## config.mk

```make
export PLATFORM = sky130hd
export DESIGN_NAME = sw_port
export DESIGN_NICKNAME = d
export VERILOG_FILES = /design/src/rtl/swp_pkg.sv /design/src/rtl/swp_sync.sv /design/src/rtl/swp_debounce.sv /design/src/rtl/sw_port.sv
export SDC_FILE = /design/constraint.sdc
export NUM_CORES = 1
export LEC_CHECK = 0
export BUFFER_PORTS_ARGS = -buffer_cell sky130_fd_sc_hd__buf_2
export CAP_MARGIN = 20
export CORE_MARGIN = 5
export CORE_UTILIZATION = 44
export DETAILED_ROUTE_END_ITERATION = 16
export HOLD_SLACK_MARGIN = 0.1
export PLACE_DENSITY = 0.76
export SLEW_MARGIN = 20
export SYNTH_ARGS = -nofsm -noshare
export SYNTH_HDL_FRONTEND = slang
export SYNTH_SLANG_ARGS = --single-unit
export TNS_END_PERCENT = 30
```

## constraint.sdc

```tcl
create_clock -name clk -period 1.95 [get_ports clk]
set_input_delay 0.2925 -clock clk [delete_from_list [all_inputs] [get_ports clk]]
set_output_delay 0.2925 -clock clk [all_outputs]
set_load 0.05 [all_outputs]
```

## src/rtl/swp_pkg.sv

```systemverilog
package swp_pkg;
    localparam int OFS_DATA = 0;
    localparam int OFS_CTRL = 4;
    localparam int BIT_RDY  = 0;
    localparam int BIT_OVR  = 2;
    localparam int BIT_IE   = 8;

    typedef struct packed {
        logic ready;
        logic ovr;
        logic ie;
    } ctrl_t;
endpackage

```

## src/rtl/swp_sync.sv

```systemverilog
module swp_sync #(
    parameter int W      = 10,
    parameter int STAGES = 2
) (
    input  logic         clk,
    input  logic         rst,
    input  logic [W-1:0] din,
    output logic [W-1:0] dout
);
    logic [W-1:0] st_d [STAGES];
    logic [W-1:0] st_q [STAGES];

    always_comb begin
        st_d[0] = din;
        for (int i = 1; i < STAGES; i++) st_d[i] = st_q[i-1];
    end

    for (genvar g = 0; g < STAGES; g++) begin : g_stage
        always_ff @(posedge clk) begin
            if (rst) st_q[g] <= '0;
            else     st_q[g] <= st_d[g];
        end
    end

    assign dout = st_q[STAGES-1];
endmodule

```

## src/rtl/swp_debounce.sv

```systemverilog
module swp_debounce #(
    parameter int W          = 10,
    parameter int CYC_PER_MS = 50000,
    parameter int STABLE_MS  = 10
) (
    input  logic         clk,
    input  logic         rst,
    input  logic [W-1:0] din,
    output logic [W-1:0] dout,
    output logic         upd
);
    localparam int PW = (CYC_PER_MS > 1) ? $clog2(CYC_PER_MS) : 1;
    localparam int MW = $clog2(STABLE_MS + 1);
    localparam logic [PW-1:0] PMAX = PW'(CYC_PER_MS - 1);
    localparam logic [MW-1:0] MSAT = MW'(STABLE_MS);

    typedef struct packed {
        logic [W-1:0]  last;
        logic [W-1:0]  deb;
        logic [PW-1:0] pres;
        logic [MW-1:0] ms;
    } dbs_t;

    dbs_t r_d, r_q;

    always_comb begin
        r_d = r_q;
        upd = 1'b0;
        if (din != r_q.last) begin
            r_d.last = din;
            r_d.pres = '0;
            r_d.ms   = '0;
        end else if (r_q.ms != MSAT) begin
            if (r_q.pres == PMAX) begin
                r_d.pres = '0;
                r_d.ms   = r_q.ms + 1'b1;
            end else begin
                r_d.pres = r_q.pres + 1'b1;
            end
        end else if (r_q.deb != r_q.last) begin
            r_d.deb = r_q.last;
            upd     = 1'b1;
        end
    end

    always_ff @(posedge clk) begin
        if (rst) begin
            r_q.last <= '0;
            r_q.deb  <= '0;
            r_q.pres <= '0;
            r_q.ms   <= MSAT;
        end else begin
            r_q <= r_d;
        end
    end

    assign dout = r_q.deb;
endmodule

```

## src/rtl/sw_port.sv

```systemverilog
module sw_port #(
    parameter int          NSW        = 10,
    parameter int          AW         = 32,
    parameter int          DW         = 32,
    parameter logic [31:0] BASE       = 32'h0000_0010,
    parameter int          CYC_PER_MS = 50000,
    parameter int          STABLE_MS  = 10
) (
    input  logic          clk,
    input  logic          rst,
    input  logic [AW-1:0] bus_addr,
    input  logic          bus_we,
    input  logic [DW-1:0] bus_wdata,
    output logic [DW-1:0] bus_rdata,
    input  logic [NSW-1:0] sw_raw,
    output logic          irq
);
    import swp_pkg::*;

    localparam logic [AW-1:0] A_DATA = AW'(BASE + OFS_DATA);
    localparam logic [AW-1:0] A_CTRL = AW'(BASE + OFS_CTRL);

    logic [NSW-1:0] sw_sync;
    logic [NSW-1:0] deb;
    logic           deb_upd;
    logic           sel_data, sel_ctrl, rd_data, wr_ctrl;
    ctrl_t          ctl_d, ctl_q;
    logic           unused_wbits;

    swp_sync #(.W(NSW), .STAGES(2)) i_sync (
        .clk(clk), .rst(rst), .din(sw_raw), .dout(sw_sync)
    );

    swp_debounce #(.W(NSW), .CYC_PER_MS(CYC_PER_MS), .STABLE_MS(STABLE_MS)) i_deb (
        .clk(clk), .rst(rst), .din(sw_sync), .dout(deb), .upd(deb_upd)
    );

    assign sel_data = (bus_addr == A_DATA);
    assign sel_ctrl = (bus_addr == A_CTRL);
    assign rd_data  = sel_data && !bus_we;
    assign wr_ctrl  = sel_ctrl && bus_we;
    assign unused_wbits = ^bus_wdata;

    always_comb begin
        ctl_d = ctl_q;
        if (deb_upd)      ctl_d.ready = 1'b1;
        else if (rd_data) ctl_d.ready = 1'b0;

        if (deb_upd && ctl_q.ready)          ctl_d.ovr = 1'b1;
        else if (wr_ctrl && !bus_wdata[BIT_OVR]) ctl_d.ovr = 1'b0;

        if (wr_ctrl) ctl_d.ie = bus_wdata[BIT_IE];
    end

    always_ff @(posedge clk) begin
        if (rst) ctl_q <= '0;
        else     ctl_q <= ctl_d;
    end

    always_comb begin
        bus_rdata = '0;
        if (!bus_we) begin
            if (sel_data) begin
                bus_rdata[NSW-1:0] = deb;
            end else if (sel_ctrl) begin
                bus_rdata[BIT_RDY] = ctl_q.ready;
                bus_rdata[BIT_OVR] = ctl_q.ovr;
                bus_rdata[BIT_IE]  = ctl_q.ie;
            end
        end
    end

    assign irq = ctl_q.ready && ctl_q.ie;
endmodule

```

==> results_dict.tcl <==
set metrics [dict create \
    status "finished with violations" \
    violations "negative setup slack" \
    worst-path-stages 9 \
    drtIter0Drc 127 \
    antenna_found_initial 0 \
    vias 2324 \
    tightest_slew_ps 507.7 \
    io_pins 110 \
    die_w_um 89.85 \
    layout_commonest_cell "dfxtp_1" \
    crit_chain "buf_6, nor4_4, nand4_1, buf_4, nor4_4, buf_6, nand2_2, o21ai_4, buf_6" \
    finalMaxSlewViolations 0 \
    core_area_mm2 0.006277 \
    rsz0062_at_grt "true" \
    hold_depth 2 \
    synth_xor_area_frac 0.1186 \
    worstPathArrival_ps 1740 \
    finalNetCount 474 \
    r2r_slack_ps 90 \
    max_freq_mhz 492.3 \
    netlist_instances 313 \
    wl_per_cell_um 13.37 \
    met3_usage 0.06344 \
    synth_cell_types 39 \
    start_kind "input pin" \
    fillers 515 \
    fp.dieH_um 89.85 \
    antenna_left 0 \
    setup_ws_ps -81.44 \
    hold_viol_final 0 \
    crit_path_top_delay_cell "nor4_4" \
    synth_top_family_by_area "simple AND/OR/NAND/NOR gates" \
    cp.required_ps 1660 \
    relSlewSlack 0.6616 \
    antenna_cells 0 \
    gr-usage-all-layers 0.1572 \
    numCtsBuffers 9 \
    synth.mux.area_fraction 0.003568 \
    clockRootBuffer "clkbuf_8" \
    grt_pass1_wl_mm 10.47 \
    path_clk_slew_ps 80 \
    power.total_mw 2.840 \
    grt_use_met2 0.2573 \
    start_util 0.4469 \
    drtPass1Iterations 5 \
    remaining_drc_errors 0 \
    synthSimpleGateAreaFrac 0.2632 \
    synth_compound_area_frac 0.06378 \
    period_needed_ps 2031 \
    fin_skew_ps 12.33 \
    yosys.area.top_type_share 0.4496 \
    p_per_area_mw_per_mm2 751.2 \
    io_buffer_count 57 \
    crit_path_end_kind "output pin" \
    setup_violations 10 \
    synth-seq-cells 63 \
    syn_area_mm2 0.002805 \
    drive_gt1_frac 0.3208 \
    path_class "input pin to output pin" \
    whs_ps 139.4 \
    die_area_mm2 0.008072 \
    gp_congestion 0.7732 \
    grt-busiest-layer "met2" \
    viasPerCell 4.882 \
    cts_tree "done" \
    grt_util_met1 0.1787 \
    crit_family "simple AND/OR/NAND/NOR gates" \
    crit_path_max_incr_delay_ps 270 \
    path_max_fanout 6 \
    cts_buffer_depth 2 \
    ir_worst_vdd_uv 528.3 \
    critPathBufInv 4 \
    setup_tns_ps -746.4 \
    hold_class "input pin to register" \
    syn2layout_area_growth_pct 34.79 \
    synth_seq_area_share 0.4496 \
    clock_latency_ps 350 \
    cts_sinks 63 \
    critPathMostFrequentCell "buf_6" \
    grt.overflow.total 0 \
    min_period_over_period 1.042 \
    dpl.hpwl_mm 4.146 \
    num_rows 29 \
    p_leak_nw 1.448 \
    netlist.top_cell.by_area "dfxtp_1" \
    synth_warnings 0 \
    totalWireLength_mm 6.362 \
    h-tree-depth 3 \
    grt_max_degree 47 \
    mostFrequentLayoutCells "dfxtp_1 (62), buf_2 (37), nor2b_1 (31), xnor2_1 (30), buf_4 (24)" \
    drv_cap 0 \
    synthAdderAreaFrac 0.01338 \
    netlist_top_cells_area "dfxtp_1 (45%), xnor2_1 (9.4%), nor2b_1 (6.9%), buf_4 (5.9%), nand3_1 (3.2%)" \
    reg2regPathDepth 6 \
    avgSynthCellArea_um2 8.962 \
    grt_pass1_vias 2259 \
]
[layer usage]
metal | up-vias | share of wire
met1 | 1045 | 0.41
met4 | 0 | 0.016
li1 | 1169 | -
met2 | 99 | 0.49
met5 | - | 0
met3 | 11 | 0.091
[path summary, 6_finish.rpt]
path,from,to
worst max-delay path,bus_addr[23],bus_rdata[2]
worst min-delay path,sw_raw[9],i_sync.st_q[0][9]
worst max register to register,i_deb.r_q[0],i_deb.dout[3]
worst min register to register,i_sync.st_q[0][2],i_sync.st_q[1][2]
[cells by family (layout without fill, tap and decap cells)]
logic type / count (synthesis) / count (layout)
flops: 63 / 63
xor+xnor: 38 / 38
buf+inv: 40 / 105
compound gates: 32 / 32
mux: 1 / 1
other cells: 1 / 22
fa+ha+maj: 3 / 3
simple gates: 135 / 135
[sequential cells by signal, summed over array words and instances, names as in the netlist]
register,count
i_deb.dout,10
i_sync.st_q,20
i_deb.r_q,30
ctl_q,3
[stage by stage]
step / cell area, um^2 / worst slack (ps) / instances / util
final: 3781 / -81.44 / 476 / 0.6024
after global routing: 3781 / -215.6 / 476 / 0.6024
after CTS: 3746 / -80.29 / 476 / 0.5968
after detailed placement: 3307 / -243.2 / 456 / 0.5268
after global placement: 3307 / -231.0 / 456 / 0.5268
after floorplan: 2974 / -34.89 / 334 / -
[layout make-up]
class | count | area [um^2] | area share
Inverter | 6 | 22.52 | 0.005956
Clock inverter | 7 | 78.83 | 0.02085
Sequential cell | 63 | 1262 | 0.3339
Tap cell | 77 | 96.34 | 0.02548
Multi-Input combinational cell | 231 | 1558 | 0.4120
Clock buffer | 9 | 123.9 | 0.03276
Timing Repair Buffer | 83 | 639.4 | 0.1691
[timing repair]
action,CTS,global route
resized for setup,53,8
setup endpoints to repair,10,24
hold buffers,0,0
buffers inserted,3,0
cloned,1,0
pin swaps,14,5
[synth_stat cells]
library cell   n
dfxtp_1       63
nor2b_1       31
xnor2_1       30
buf_4         22
nor2_1        22
nand3_1       18
nand2_1       16
a21oi_1       13
o21ai_0       13
nor4_1        10
nand4_1        9
clkbuf_1       8
xor2_1         8
and2_1         7
nor3_1         7
inv_1          6
ha_1           3
nand2b_1       3
and3_1         2
buf_2          2
nor4bb_1       2
a21o_1         1
a31o_2         1
and3b_1        1
buf_1          1
buf_6          1
conb_1         1
mux2i_1        1
nand3b_1       1
nor3b_1        1
nor4b_1        1
o211ai_1       1
o31a_1         1
o31ai_1        1
o41ai_1        1
or2_2          1
or3_1          1
or4_1          1
or4b_2         1
[power by group]
| group | internal (mW) | total [mW] | switching, mW |
|---|---|---|---|
| Clock | 0.605 | 1.17 | 0.561 |
| Sequential | 1.32 | 1.33 | 0.0172 |
| Combinational | 0.126 | 0.340 | 0.214 |
Power figures use the tool's default switching activity.
